**config.mk**
```make
export PLATFORM = sky130hd
export DESIGN_NAME = lcd_pwr_seq
export DESIGN_NICKNAME = d
export VERILOG_FILES = /design/src/rtl/lcd_pwr_seq_pkg.sv /design/src/rtl/lcd_seq_rom.sv /design/src/rtl/lcd_ms_timer.sv /design/src/rtl/lcd_seq_ctrl.sv /design/src/rtl/lcd_pwr_seq.sv
export SDC_FILE = /design/constraint.sdc
export NUM_CORES = 1
export LEC_CHECK = 0
export BUFFER_PORTS_ARGS = -buffer_cell sky130_fd_sc_hd__buf_2
export CORE_UTILIZATION = 58
export CTS_BUF_LIST = sky130_fd_sc_hd__clkbuf_4 sky130_fd_sc_hd__clkbuf_8 sky130_fd_sc_hd__clkbuf_16
export CTS_CLUSTER_SIZE = 40
export DETAILED_ROUTE_END_ITERATION = 8
export GPL_ROUTABILITY_DRIVEN = 0
export PLACE_DENSITY = 0.81
export SETUP_SLACK_MARGIN = 0.05
export SLEW_MARGIN = 30
export SYNTH_ARGS = -nofsm -noshare
export SYNTH_HDL_FRONTEND = slang
export SYNTH_HIERARCHICAL = 1
export SYNTH_SLANG_ARGS = --single-unit
export TNS_END_PERCENT = 100
```
**constraint.sdc**
```tcl
create_clock -name clk_i -period 4.5 [get_ports clk_i]
set_input_delay 0.225 -clock clk_i [delete_from_list [all_inputs] [get_ports clk_i]]
set_output_delay 0.225 -clock clk_i [all_outputs]
set_load 0.005 [all_outputs]
```
**src/rtl/lcd_pwr_seq_pkg.sv**
```systemverilog
package lcd_pwr_seq_pkg;

  localparam int DW = 8;
  localparam int AW = 3;

  localparam logic [AW-1:0] ADDR_RES   = 3'd0;
  localparam logic [AW-1:0] ADDR_PHASE = 3'd1;
  localparam logic [AW-1:0] ADDR_PWR0  = 3'd3;
  localparam logic [AW-1:0] ADDR_PWR1  = 3'd4;
  localparam logic [AW-1:0] ADDR_CTRL  = 3'd6;
  localparam logic [AW-1:0] ADDR_POL   = 3'd7;

  localparam logic [DW-1:0] PHASE_QVGA = 8'h13;
  localparam logic [DW-1:0] VCOM_DFLT  = 8'd125;

  typedef enum logic [2:0] {
    OP_WR, OP_WAIT, OP_DAC, OP_PHASE, OP_RES, OP_END
  } op_e;

  typedef enum logic [1:0] {
    SEQ_UP, SEQ_RETUNE, SEQ_DOWN
  } seq_e;

  typedef struct packed {
    op_e           op;
    logic [AW-1:0] addr;
    logic [DW-1:0] arg;
  } step_t;

  function automatic step_t mk(op_e op, logic [AW-1:0] addr, logic [DW-1:0] arg);
    step_t s;
    s.op   = op;
    s.addr = addr;
    s.arg  = arg;
    return s;
  endfunction

endpackage

```
**src/rtl/lcd_seq_rom.sv**
```systemverilog
module lcd_seq_rom
  import lcd_pwr_seq_pkg::*;
#(
  parameter int IDX_W = 5
) (
  input  seq_e             seq_i,
  input  logic [IDX_W-1:0] idx_i,
  output step_t            step_o
);

  always_comb begin
    step_o = mk(OP_END, '0, '0);
    unique case (seq_i)
      SEQ_UP: begin
        case (int'(idx_i))
          0:  step_o = mk(OP_WR,    ADDR_CTRL,  8'h1F);
          1:  step_o = mk(OP_WR,    ADDR_PWR0,  8'h03);
          2:  step_o = mk(OP_WR,    ADDR_PWR1,  8'h00);
          3:  step_o = mk(OP_WR,    ADDR_PWR1,  8'h04);
          4:  step_o = mk(OP_WAIT,  '0,         8'd3);
          5:  step_o = mk(OP_WR,    ADDR_PWR0,  8'h07);
          6:  step_o = mk(OP_WR,    ADDR_CTRL,  8'h09);
          7:  step_o = mk(OP_DAC,   '0,         8'h04);
          8:  step_o = mk(OP_WR,    ADDR_PWR0,  8'h17);
          9:  step_o = mk(OP_WR,    ADDR_PWR1,  8'h06);
          10: step_o = mk(OP_WAIT,  '0,         8'd2);
          11: step_o = mk(OP_WR,    ADDR_CTRL,  8'h01);
          12: step_o = mk(OP_WR,    ADDR_PWR0,  8'h1F);
          13: step_o = mk(OP_WR,    ADDR_PWR1,  8'h07);
          14: step_o = mk(OP_WR,    ADDR_CTRL,  8'h00);
          15: step_o = mk(OP_PHASE, ADDR_PHASE, 8'h00);
          16: step_o = mk(OP_WR,    ADDR_POL,   8'h00);
          17: step_o = mk(OP_WAIT,  '0,         8'd1);
          18: step_o = mk(OP_RES,   ADDR_RES,   8'h00);
          default: step_o = mk(OP_END, '0, '0);
        endcase
      end
      SEQ_RETUNE: begin
        case (int'(idx_i))
          0: step_o = mk(OP_PHASE, ADDR_PHASE, 8'h00);
          1: step_o = mk(OP_RES,   ADDR_RES,   8'h00);
          default: step_o = mk(OP_END, '0, '0);
        endcase
      end
      SEQ_DOWN: begin
        case (int'(idx_i))
          0:  step_o = mk(OP_WAIT, '0,        8'd34); // two frames at 60 Hz
          1:  step_o = mk(OP_WR,   ADDR_PWR1, 8'h06);
          2:  step_o = mk(OP_WR,   ADDR_CTRL, 8'h08);
          3:  step_o = mk(OP_WR,   ADDR_PWR0, 8'h14);
          4:  step_o = mk(OP_DAC,  '0,        8'h14);
          5:  step_o = mk(OP_WR,   ADDR_PWR1, 8'h04);
          6:  step_o = mk(OP_WR,   ADDR_PWR0, 8'h04);
          7:  step_o = mk(OP_WR,   ADDR_CTRL, 8'h1E);
          8:  step_o = mk(OP_WR,   ADDR_PWR0, 8'h00);
          9:  step_o = mk(OP_WR,   ADDR_PWR1, 8'h00);
          default: step_o = mk(OP_END, '0, '0);
        endcase
      end
      default: step_o = mk(OP_END, '0, '0);
    endcase
  end

endmodule

```
**src/rtl/lcd_ms_timer.sv**
```systemverilog
module lcd_ms_timer #(
  parameter int CLK_KHZ = 100_000,
  parameter int MS_W    = 6
) (
  input  logic            clk_i,
  input  logic            rst_ni,
  input  logic            start_i,
  input  logic [MS_W-1:0] ms_i,
  output logic            done_o
);

  localparam int PRE_W = (CLK_KHZ > 1) ? $clog2(CLK_KHZ) : 1;
  localparam logic [PRE_W-1:0] PRE_MAX = PRE_W'(CLK_KHZ - 1);

  logic             run_q;
  logic [PRE_W-1:0] pre_q;
  logic [MS_W-1:0]  ms_q;

  always_ff @(posedge clk_i or negedge rst_ni) begin
    if (!rst_ni) begin
      run_q <= 1'b0;
      pre_q <= '0;
      ms_q  <= '0;
    end else if (start_i) begin
      run_q <= 1'b1;
      pre_q <= PRE_MAX;
      ms_q  <= ms_i;
    end else if (run_q) begin
      if (pre_q == '0) begin
        pre_q <= PRE_MAX;
        ms_q  <= ms_q - 1'b1;
        if (ms_q == MS_W'(1)) run_q <= 1'b0;
      end else begin
        pre_q <= pre_q - 1'b1;
      end
    end
  end

  // high on the last cycle of the final millisecond
  assign done_o = run_q && (pre_q == '0) && (ms_q == MS_W'(1));

endmodule

```
**src/rtl/lcd_seq_ctrl.sv**
```systemverilog
module lcd_seq_ctrl
  import lcd_pwr_seq_pkg::*;
#(
  parameter int IDX_W = 5,
  parameter int MS_W  = 6
) (
  input  logic             clk_i,
  input  logic             rst_ni,
  input  logic             pwr_on_i,
  input  logic             pwr_off_i,
  input  logic             qvga_i,
  input  logic [3:0]       phase_adj_i,
  input  logic             phase_adj_vld_i,
  input  logic [DW-1:0]    vcom_i,
  input  logic             vcom_vld_i,
  output seq_e             seq_o,
  output logic [IDX_W-1:0] idx_o,
  input  step_t            step_i,
  output logic             reg_vld_o,
  input  logic             reg_rdy_i,
  output logic [AW-1:0]    reg_addr_o,
  output logic [DW-1:0]    reg_data_o,
  output logic             dac_req_o,
  input  logic             dac_done_i,
  output logic [DW-1:0]    dac_base_o,
  output logic [DW-1:0]    dac_val_o,
  output logic             tmr_start_o,
  output logic [MS_W-1:0]  tmr_ms_o,
  input  logic             tmr_done_i,
  output logic             busy_o,
  output logic             inited_o
);

  logic             busy_q, inited_q, armed_q, qvga_q;
  seq_e             seq_q;
  logic [IDX_W-1:0] idx_q;
  logic [DW-1:0]    phase_q, vcom_q;
  logic             advance, finish;

  always_comb begin
    advance     = 1'b0;
    finish      = 1'b0;
    reg_vld_o   = 1'b0;
    reg_addr_o  = '0;
    reg_data_o  = '0;
    dac_req_o   = 1'b0;
    tmr_start_o = 1'b0;
    if (busy_q) begin
      unique case (step_i.op)
        OP_WR: begin
          reg_vld_o  = 1'b1;
          reg_addr_o = step_i.addr;
          reg_data_o = step_i.arg;
          advance    = reg_rdy_i;
        end
        OP_PHASE: begin
          reg_vld_o  = 1'b1;
          reg_addr_o = ADDR_PHASE;
          reg_data_o = phase_q;
          advance    = reg_rdy_i;
        end
        OP_RES: begin
          reg_vld_o  = 1'b1;
          reg_addr_o = ADDR_RES;
          reg_data_o = {7'b0, qvga_q};
          advance    = reg_rdy_i;
        end
        OP_DAC: begin
          dac_req_o = 1'b1;
          advance   = dac_done_i;
        end
        OP_WAIT: begin
          tmr_start_o = !armed_q;
          advance     = armed_q && tmr_done_i;
        end
        default: finish = 1'b1;
      endcase
    end
  end

  assign tmr_ms_o   = step_i.arg[MS_W-1:0];
  assign dac_base_o = dac_req_o ? step_i.arg : '0;
  assign dac_val_o  = !dac_req_o ? '0 : (seq_q == SEQ_DOWN) ? '0 : vcom_q;

  always_ff @(posedge clk_i or negedge rst_ni) begin
    if (!rst_ni) begin
      busy_q   <= 1'b0;
      inited_q <= 1'b0;
      armed_q  <= 1'b0;
      qvga_q   <= 1'b0;
      seq_q    <= SEQ_UP;
      idx_q    <= '0;
      phase_q  <= '0;
      vcom_q   <= '0;
    end else if (!busy_q) begin
      idx_q   <= '0;
      armed_q <= 1'b0;
      if (pwr_off_i) begin
        busy_q <= 1'b1;
        seq_q  <= SEQ_DOWN;
      end else if (pwr_on_i) begin
        busy_q  <= 1'b1;
        seq_q   <= inited_q ? SEQ_RETUNE : SEQ_UP;
        qvga_q  <= qvga_i;
        phase_q <= qvga_i ? PHASE_QVGA :
                   phase_adj_vld_i ? {3'b0, phase_adj_i, 1'b1} : 8'h01;
        vcom_q  <= vcom_vld_i ? vcom_i : VCOM_DFLT;
      end
    end else if (finish) begin
      busy_q   <= 1'b0;
      inited_q <= (seq_q != SEQ_DOWN);
    end else if (advance) begin
      idx_q   <= idx_q + 1'b1;
      armed_q <= 1'b0;
    end else if (tmr_start_o) begin
      armed_q <= 1'b1;
    end
  end

  assign seq_o    = seq_q;
  assign idx_o    = idx_q;
  assign busy_o   = busy_q;
  assign inited_o = inited_q;

endmodule

```
**src/rtl/lcd_pwr_seq.sv**
```systemverilog
module lcd_pwr_seq
  import lcd_pwr_seq_pkg::*;
#(
  parameter int CLK_KHZ = 100_000,
  parameter int MS_W    = 6,
  parameter int IDX_W   = 5
) (
  input  logic          clk_i,
  input  logic          rst_ni,
  input  logic          pwr_on_i,
  input  logic          pwr_off_i,
  input  logic          qvga_i,
  input  logic [3:0]    phase_adj_i,
  input  logic          phase_adj_vld_i,
  input  logic [7:0]    vcom_i,
  input  logic          vcom_vld_i,
  output logic          reg_vld_o,
  input  logic          reg_rdy_i,
  output logic [2:0]    reg_addr_o,
  output logic [7:0]    reg_data_o,
  output logic          dac_req_o,
  input  logic          dac_done_i,
  output logic [7:0]    dac_base_o,
  output logic [7:0]    dac_val_o,
  output logic          busy_o,
  output logic          inited_o
);

  seq_e             seq;
  logic [IDX_W-1:0] idx;
  step_t            step;
  logic             tmr_start, tmr_done;
  logic [MS_W-1:0]  tmr_ms;

  lcd_seq_rom #(.IDX_W(IDX_W)) u_rom (
    .seq_i  (seq),
    .idx_i  (idx),
    .step_o (step)
  );

  lcd_ms_timer #(.CLK_KHZ(CLK_KHZ), .MS_W(MS_W)) u_tmr (
    .clk_i   (clk_i),
    .rst_ni  (rst_ni),
    .start_i (tmr_start),
    .ms_i    (tmr_ms),
    .done_o  (tmr_done)
  );

  lcd_seq_ctrl #(.IDX_W(IDX_W), .MS_W(MS_W)) u_ctrl (
    .clk_i           (clk_i),
    .rst_ni          (rst_ni),
    .pwr_on_i        (pwr_on_i),
    .pwr_off_i       (pwr_off_i),
    .qvga_i          (qvga_i),
    .phase_adj_i     (phase_adj_i),
    .phase_adj_vld_i (phase_adj_vld_i),
    .vcom_i          (vcom_i),
    .vcom_vld_i      (vcom_vld_i),
    .seq_o           (seq),
    .idx_o           (idx),
    .step_i          (step),
    .reg_vld_o       (reg_vld_o),
    .reg_rdy_i       (reg_rdy_i),
    .reg_addr_o      (reg_addr_o),
    .reg_data_o      (reg_data_o),
    .dac_req_o       (dac_req_o),
    .dac_done_i      (dac_done_i),
    .dac_base_o      (dac_base_o),
    .dac_val_o       (dac_val_o),
    .tmr_start_o     (tmr_start),
    .tmr_ms_o        (tmr_ms),
    .tmr_done_i      (tmr_done),
    .busy_o          (busy_o),
    .inited_o        (inited_o)
  );

endmodule

```
Word level (Yosys, flattened, before mapping):

Memory sizes are Yosys's and may differ from the RTL's.
Cells that the tools add are included.

* register bits: 51
* memory bits (read-only): 528
* logic and storage cells: 96
* latch bits: 0
* memories kept: 2
* RAM bits: 0
* output and inout bits: 31

Memory list
* (name not given): words 32, width 11, rd ports 1, clocked after Yosys merged registers in 0, wr ports 0, line lcd_seq_rom.sv:15 `case (int'(idx_i))`
* (name not given): words 16, width 11, rd ports 1, clocked after Yosys merged registers in 0, wr ports 0, line lcd_seq_rom.sv:46 `case (int'(idx_i))`

* multipliers: 0
* reductions and logical operators: 19
* $lt $le $gt $ge: 0
* add/sub/neg operators: 3
* div/mod/pow operators: 0
* bitwise operators: 2
* shifts and indexed selects: 0
* equal/unequal tests: 12
* mux-type cells: 47

Operator list (number)
* 17-bit 2-to-1 mux: 3
* 8-bit 2-to-1 mux: 6
* 14-bit one-hot mux with 3 select lines: 1
* 14-bit one-hot mux with 2 select lines: 1
* 8-bit one-hot mux with 3 select lines: 1
* 1-bit 2-to-1 mux: 22
* 5-bit 2-to-1 mux: 4
* 6-bit 2-to-1 mux: 3
* 17-bit logical NOT: 1
* 17-bit by 1-bit subtractor with 17-bit output (second input constant): 1
* 14-bit 2-to-1 mux: 1
* 2-bit AND reduction: 5
* 3-bit by 2-bit equality test with 1-bit output (second input constant): 2
* 6-bit by 1-bit equality test with 1-bit output (second input constant): 1
* 2-bit inequality test (second input constant): 3
* 3-bit one-hot mux with 2 select lines: 1
* 2-bit nonzero test: 3
* 6-bit by 1-bit subtractor with 6-bit output (second input constant): 1
* 5-bit by 1-bit adder with 5-bit output (second input constant): 1
* 5-bit by 1-bit equality test with 1-bit output (second input constant): 1
* 5-bit logical NOT: 1
* 5-bit OR reduction: 1
* 2-bit 2-to-1 mux: 2
* 3-bit by 1-bit equality test with 1-bit output (second input constant): 1
* other kinds (13): 16

Depth between registers and ports, before layout:

Gate-level depths: netlist (run 1).

* depth in word-level cells: 10
* gate-level depth with buffers: 16
* gate-level depth less buffers: 12

By module:

Netlist (run 1), hierarchy kept.

Modules (own cells, without submodules)
* lcd_seq_ctrl: cells an instance 166, area each 1468.9 um^2, times used 1, seq. area each 600.6 um^2
* lcd_ms_timer: cells an instance 159, area each 1412.6 um^2, times used 1, seq. area each 600.6 um^2
* lcd_seq_rom: cells an instance 116, area each 743.2 um^2, times used 1, seq. area each 0.0 um^2

Worst setup path after synthesis (run 1):

No wires, ideal clock.

* path type: register to register
* start: register u_ctrl.idx_q[1], in the netlist u_ctrl/idx_o[1]
* end: register u_tmr.pre_q[9]
* arrival: 3.240 ns
* stages on the path, launching flop included: 17
* path slack: 1.189 ns
* path through: dfrtp_1 -> inv_1 -> ha_1 -> buf_2 -> nand3_1 -> nor4b_1 -> nor2_1 -> buf_6 -> nand2b_4 -> buf_6 -> nor3_1 -> clkbuf_1 -> nor2_1 -> nand4bb_1 -> clkbuf_1 -> or4_2 -> nand3_1

RTL lines
* start, declared: line lcd_seq_ctrl.sv:36 `logic [IDX_W-1:0] idx_q;`
* start signal, assigned: line lcd_seq_ctrl.sv:113 `idx_q <= idx_q + 1'b1;`
* end signal, assigned: line lcd_ms_timer.sv:34 `pre_q <= pre_q - 1'b1;`
* end, declared: line lcd_ms_timer.sv:16 `logic [PRE_W-1:0] pre_q;`

==> summary.md, run 1 <==
| Metric | Value |
|---|---|
| Status | finished clean |
| Cell Rows | 28 |
| Post-route ant nets | 0 |
| Antenna violations before repair | 0 |
| Clk slew on worst S/H paths | 100 ps |
| Pwr dens | 599 nW/um^2 |
| Post-route insts no fill | 542 |
| CTS tree | done |
| Dominant cells by area after synthesis | dfrtp_1 (33%), nor2_1 (4.8%), ha_1 (3.8%) |
| Port Buf Inserts | 47 |
| Hold path cells | 3 |
| Final nets | 498 |
| Top-count cell post-synth | dfrtp_1 |
| Num CTS Buffers | 5 |
| Number of distinct library cells after synthesis | 66 |
| CTS Buffer Depth | 2 |
| Final Max Slew Viols | 0 |
| Drt pass-1 iters | 6 |
| Cells after Synth | 441 |
| Gr usage total | around 27% |
| Placed cells | ~530 |
| Layout cells sized above 1 | between 10% and 20% |
| First-pass GRT wire length | 13900 um |
| Final WL | 8820 um |
| Multi-input logic area | around 2100 sq um |
| Synth warnings | 6 |
| Setup violators final | 0 |
| Fill cells | between 500 and 600 |
| Minimum clock period | between 4000 and 5000 ps |
| Required @ worst endpoint | about 4700 ps |
| CTS root buffer | clkbuf_8 |
| Max-Slew Margin vs Limit | 41.9% |
| Worst slew pin tran | 870 ps |
| DRC violation count after routing | 0 |
| Hold WC Path Type | in -> reg |
| Syn Area/Cell | 8.22 sq um |
| Fmax | 243 MHz |
| Synth top area share | 33.1% |
| Post-synthesis adder-cell area fraction | 3.80% |
| WL per Instance | around 16 um |
| Die Width | 81.1 um |
| Type of the worst setup path | reg -> reg |
| Vias in the first global route | 3003 |
| Largest net degree at the start of global routing | 49 |
| Max_cap viols | 0 |
| Worst R2R Path Depth | 13 |
| Initial core utilization | approximately 61% |
| Initial DRC count | approximately 310 |
| Peak VDD IR | roughly 0.00049 V |
| Critical R2R Capture | u_tmr/pre_q[9] |
| Total clock sinks | between 40 and 50 |
| Core area | 5990 sq um |
| Synth Area in Compound Gates | between 20% and 30% |
| Ports | 52 |
| Via/cell ratio | 6.28 |
| Die Y | 81.1 um |
| Reg area | 1200 sq um |
| CTS H-Tree Depth | 2 |
| Overflow after GRT | 0 |
| Vias post-DR | 3404 |
| Critical Path AT | 4350 ps |
| Simple-Gate Fraction of Synth Area | between 20% and 30% |
| Total die area | approximately 6600 sq um |
| Final hold vios | 0 |
| Reg-to-reg setup timing slack | 390 ps |
| Min-delay src | phase_adj_i[1] |
| Worst hold path endpoint | u_ctrl/phase_q[2] |
| Post-synth EDFFs | 0 |
| Largest family of logic cells by synthesized area | simple AND/OR/NAND/NOR gates |
| RSZ-0062 raised after global routing | false |
| Leak | about 1.7 nW |
| CP Launch Type | flip-flop |
| Flops & latches, synth | 48 |
| FFs w/ async S/R, synth | 100% |
| Critical Path Sink Type | flip-flop |
| Setup Skew | 11.4 ps |
| Final HPWL DP | 6340 um |
| Post-synthesis mux area share | 2.83% |
| Commonest cells post-synth | dfrtp_1 (48), nor2_1 (46), o21ai_0 (27), a21oi_1 (26), inv_1 (24) |
| Post-synthesis cell area | ~3600 sq um |
| XOR/XNOR share of the synthesized area | 1.45% |
| Synth-to-Final Area Change | 7.59% |
| TNS Setup | 0 ps |
| Cell taking the most area after synthesis | dfrtp_1 |
| Number of diodes | 0 |
| Period Utilization, post-route | between 90% and 100% |
| CTS resizes | 0 |
| Crit Reg-Reg Startpoint | u_ctrl/idx_o[1] |
| CP max FO | 14 |
| Primary FF master, synth | dfrtp_1 |
| Seq/Total Area, Yosys | 33.1% |
| Insertion delay to the later sink of the worst-skew pair | about 300 ps |
==> layer usage <==
metal | share of wire [%] | GRT usage, % | vias up
li1 | - | - | 1626
met1 | 45 | 38.4 | 1609
met2 | 47 | 42.0 | 157
met3 | 6.6 | 5.06 | 12
met4 | 1.2 | 9.29 | 0
met5 | 0 | 0 | -
==> where the power goes <==
part,leakage [nW],internal (mW),switching [mW]
combinational,1.12,0.532,0.727
clock,0.0516,0.126,0.154
sequential,0.551,0.581,0.215
total,1.72,1.24,1.10
==> stage by stage <==
stage | hold WS, ps | area (sq um) | total power, mW | worst slack (ps) | utilization [%]
after floorplan | -70.6 | 3630 | 1.74 | 1190 | -
after global placement | 454 | 3790 | 1.98 | 787 | 63.3
after detailed placement | 284 | 3790 | 2.03 | 457 | 63.3
after CTS | 152 | 3900 | 2.31 | 469 | 65.1
after global routing | 154 | 3900 | 2.51 | 62.9 | 65.1
final | 158 | 3900 | 2.34 | 389 | 65.1
==> logic make-up after synthesis <==
family / count (synthesis)
AO/OA/AOI/OAI: 118
XOR/XNOR: 6
adder cells (fa/ha/maj): 11
buffers and inverters: 59
flip-flops: 48
multiplexers: 10
other: 1
AND/OR/NAND/NOR: 188
==> layout by cell type, fill, tap and decap left out, types with 5 or more instances in the layout <==
cell and n:
nor3_1 5, nand3_1 17, a22oi_1 5, clkbuf_8 6, nand2b_1 8, and2_2 7, nand2_1 23, or3_1 6
inv_1 24, ha_1 11, nand4_1 6, dfrtp_1 48, buf_2 46, or4_1 7, o31ai_1 9, a31oi_1 16
mux2i_1 8, and2_1 12, a21oi_1 26, o21ai_0 27, and3_1 8, nor2_1 46, nor2b_1 10, buf_4 5
a21o_1 6
==> flip-flops by register name, summed over array words and instances, names as in the netlist <==
register and count:
u_ctrl/inited_o 1, u_tmr/pre_q 17, u_ctrl/seq_o 2, u_ctrl/qvga_q 1
u_ctrl/armed_q 1, u_ctrl/busy_o 1, u_ctrl/vcom_q 8, u_ctrl/phase_q 5
u_tmr/ms_q 6, u_tmr/run_q 1, u_ctrl/idx_o 5
==> how the worst max path moves through the flow <==
stage | start | endpoint | slack, ps | cells after the start
6_report | u_ctrl/idx_o[1] | u_tmr/pre_q[9] | 390 | 13
5_1_grt | u_ctrl/idx_o[1] | u_tmr/pre_q[9] | 60 | 13
4_1_cts | u_ctrl/idx_o[1] | u_tmr/pre_q[9] | 470 | 13
3_5_place_dp | u_ctrl/idx_o[1] | u_tmr/pre_q[9] | 460 | 13
3_3_place_gp | u_ctrl/idx_o[1] | u_tmr/pre_q[9] | 790 | 13
2_1_floorplan | u_ctrl/idx_o[1] | u_tmr/pre_q[9] | 1190 | 16
==> cell type report <==
cell class | count | area share (%)
Timing Repair Buffer | 52 | 7.12
Multi-Input combinational cell | 335 | 54.9
Clock inverter | 2 | 0.353
Inverter | 24 | 2.31
Tap cell | 75 | 2.41
Sequential cell | 48 | 30.8
Clock buffer | 6 | 2.12
==> worst max-delay path: stages (launching register included) <==
cell and delay [ps]:
dfrtp_1 550, inv_1 190, ha_1 450, nand2b_1 180, a21oi_1 230, a221oi_2 100, a21oi_1 540, nand2b_1 170
nor3_1 170, buf_4 180, nor2_1 80, nand4bb_1 450, or4_2 650, nand3_1 100
==> repair_timing <==
item | in CTS | in global routing
buffers inserted | 0 | 0
endpoints found under the hold margin | 48 | 0
hold buffers | 1 | 0
(Power assumes the default switching activity.)
==> run 2: changes to the inputs <==
CORE_UTILIZATION = 55   (was 58)
CTS_CLUSTER_SIZE = 10   (was 40)
PLACE_DENSITY = 0.77   (was 0.81)
==> run 2 against run 1 <==
Die area up 5.3%; largest cell class unchanged; first-iteration DRC count increased by 46%; wire length increased by 0.65%; clock power hardly changed; critical endpoint unchanged; core utilization down 3.6 points.
==> summary.md, run 2 (synthesis results as in run 1) <==
| Metric | Value |
|---|---|
| Cell Rows | 29 |
| RSZ-0062 raised after global routing | false |
| CP Launch Type | flip-flop |
| Max_cap viols | 0 |
| Layout cells sized above 1 | 17.9% |
| Clk slew on worst S/H paths | 90 ps |
| Worst R2R Path Depth | 13 |
| Combinational power share | 55.0% |
| Port Buf Inserts | between 40 and 50 |
| Via/cell ratio | 6.34 |
| Antenna violations before repair | 0 |
| Required @ worst endpoint | approximately 4700 ps |
| Largest net degree at the start of global routing | 49 |
| Most common cell after layout, fill and taps aside | dfrtp_1 |
| CTS H-Tree Depth | 2 |
| WL per Instance | about 16 um |
| Worst stage delay on the critical path | 640 ps |
| Top Registers | u_tmr/pre_q (17), u_ctrl/vcom_q (8), u_tmr/ms_q (6) |
| Setup Buffers After CTS | 0 |
| Vias in the first global route | 3079 |
| Hold WC Path Type | in -> async |
| Die Width | a little over 80 um |
| Register with the most flip-flops | u_tmr/pre_q |
| Post-route ant nets | 0 |
| Gr usage total | about a quarter |
| Worst slew pin tran | 833 ps |
| Setup violators final | 0 |
| Initial core utilization | between 50 and 60% |
| Most frequent cells in the layout | dfrtp_1 (48), buf_2 (47), nor2_1 (46), o21ai_0 (27), a21oi_1 (26) |
| Die Y | 83.2 um |
| Core area | about 6300 sq um |
| Switching portion of total power | between 40% and 50% |
| Final HPWL DP | 6380 um |
| Total clock sinks | 48 |
| Synth-to-Final Area Change | 7.73% |
| Leak | 1.73 nW |
| Delay-heaviest family, CP | simple AND/OR/NAND/NOR gates |
| Period Utilization, post-route | between 80 and 90% |
| Status | finished clean |
| CTS resizes | 0 |
| Final Max Slew Viols | 0 |
| CP bufs+invs | 2 |
| Number of diodes | 0 |
| Peak VDD IR | 0.000465 V |
| Ports | 52 |
| CTS Hold Bufs | 0 |
| Number of cells on the critical path | 13 |
| Num CTS Buffers | 5 |
| Critical Path AT | ~4200 ps |
| DRC violation count after routing | 0 |
| CP max FO | 14 |
| CTS root buffer | clkbuf_8 |
| Final nets | 499 |
| Max-Slew Margin vs Limit | between 40% and 50% |
| Reg area | approximately 1200 sq um |
| Drt pass-1 iters | 6 |
| Insertion delay to the later sink of the worst-skew pair | about 300 ps |
| Overall Power | 2.35 mW |
| Overflow after GRT | 0 |
| Vias post-DR | 3455 |
| Multi-input logic area | ~2100 sq um |
| Pwr dens | 601 nW/um^2 |
| Crit path to | u_tmr/pre_q[9] |
| Setup Skew | roughly 7.5 ps |
| Reg-to-reg setup timing slack | 520 ps |
| Clock share of power | 11.8% |
| Total die area | 6920 sq um |
| Critical path, cell by cell | inv_1 -> ha_1 -> nand2b_1 -> a21oi_1 -> a221oi_2 -> a21oi_1 -> nand2b_1 -> nor3_1 -> buf_4 -> nor2_1 -> nand4bb_1 -> or4_2 -> nand3_1 |
| Beginning of the critical path | u_ctrl/idx_o[1] |
| NetSw | 1.10 mW |
| Pint | between 1 and 1.5 mW |
| Fmax | roughly 250 MHz |
| TNS Setup | 0 ps |
| Critical R2R Capture | u_tmr/pre_q[9] |
| Max reg flops | 17 |
| Final WL | 8880 um |
| Critical path's slowest cell | or4_2 |
| Reg power frac | between 30% and 40% |
| Final hold vios | 0 |
| Crit Reg-Reg Startpoint | u_ctrl/idx_o[1] |
| Minimum clock period | ~4000 ps |
| Initial DRC count | 451 |
| Type of the worst setup path | reg -> reg |
| First-pass GRT wire length | 14800 um |
| CTS tree | done |
| Critical Path Sink Type | flip-flop |
| Fill cells | 550 |
| CTS Buffer Depth | 2 |
[run 2: worst min path at each step]
| stage | cells after the start | slack (ps) | to | from |
|---|---|---|---|---|
| detailed placement | 2 | 370 | u_ctrl/idx_o[1] | rst_ni |
| CTS | 2 | 40 | u_ctrl/idx_o[4] | rst_ni |
| finish | 2 | 10 | u_tmr/ms_q[2] | rst_ni |
| floorplan | 0 | -70 | u_ctrl/armed_q | rst_ni |
| global route | 2 | 60 | u_ctrl/idx_o[2] | rst_ni |
| global placement | 2 | 370 | u_ctrl/idx_o[0] | rst_ni |
[run 2: power groups by stage]
stage | Combinational, mW | Clock (mW) | Sequential [mW]
after CTS | 1.27 | 0.282 | 0.774
after floorplan | 1.04 | 0 | 0.698
after global placement | 1.23 | 0 | 0.769
final | 1.29 | 0.277 | 0.779
after global routing | 1.41 | 0.297 | 0.806
after detailed placement | 1.26 | 0 | 0.780
[run 2: per-stage QoR]
| stage | hold slack, ps | setup slack, ps | utilization (%) | cells | area [sq um] |
|---|---|---|---|---|---|
| 2_1_floorplan | -70.6 | 1190 | - | 442 | 3630 |
| 3_3_place_gp | 368 | 764 | 60.0 | 537 | 3810 |
| 3_5_place_dp | 370 | 614 | 60.0 | 537 | 3810 |
| 4_1_cts | 40.2 | 591 | 61.5 | 545 | 3910 |
| 5_1_grt | 63.4 | 182 | 61.5 | 545 | 3910 |
| 6_report | 12.5 | 518 | 61.5 | 545 | 3910 |
[run 2: final cells by class]
class                      instances  share of cell area, %
sequential                        48                   30.8
clock inverter                     2                  0.352
tap                               77                   2.47
clock buffer                       6                   2.11
timing repair buffer              53                   7.18
inverter                          24                   2.31
multi-input combinational        335                   54.8
[run 2: worst register-to-register path: stages, from the launching register on]
cell       delay [ps]
dfrtp_1           540
inv_1             200
ha_1              450
nand2b_1          170
a21oi_1           210
a221oi_2           90
a21oi_1           530
nand2b_1          140
nor3_1            160
buf_4             180
nor2_1             80
nand4bb_1         430
or4_2             640
nand3_1           100
[run 2: per-layer routing]
metal  global-route usage, %  wire [um]  vias up
li1                        -          -     1631
met1                    38.7       4090     1640
met2                    39.0       3970      162
met3                    4.17        611       22
met4                    9.09        202        0
met5                       0          0        -
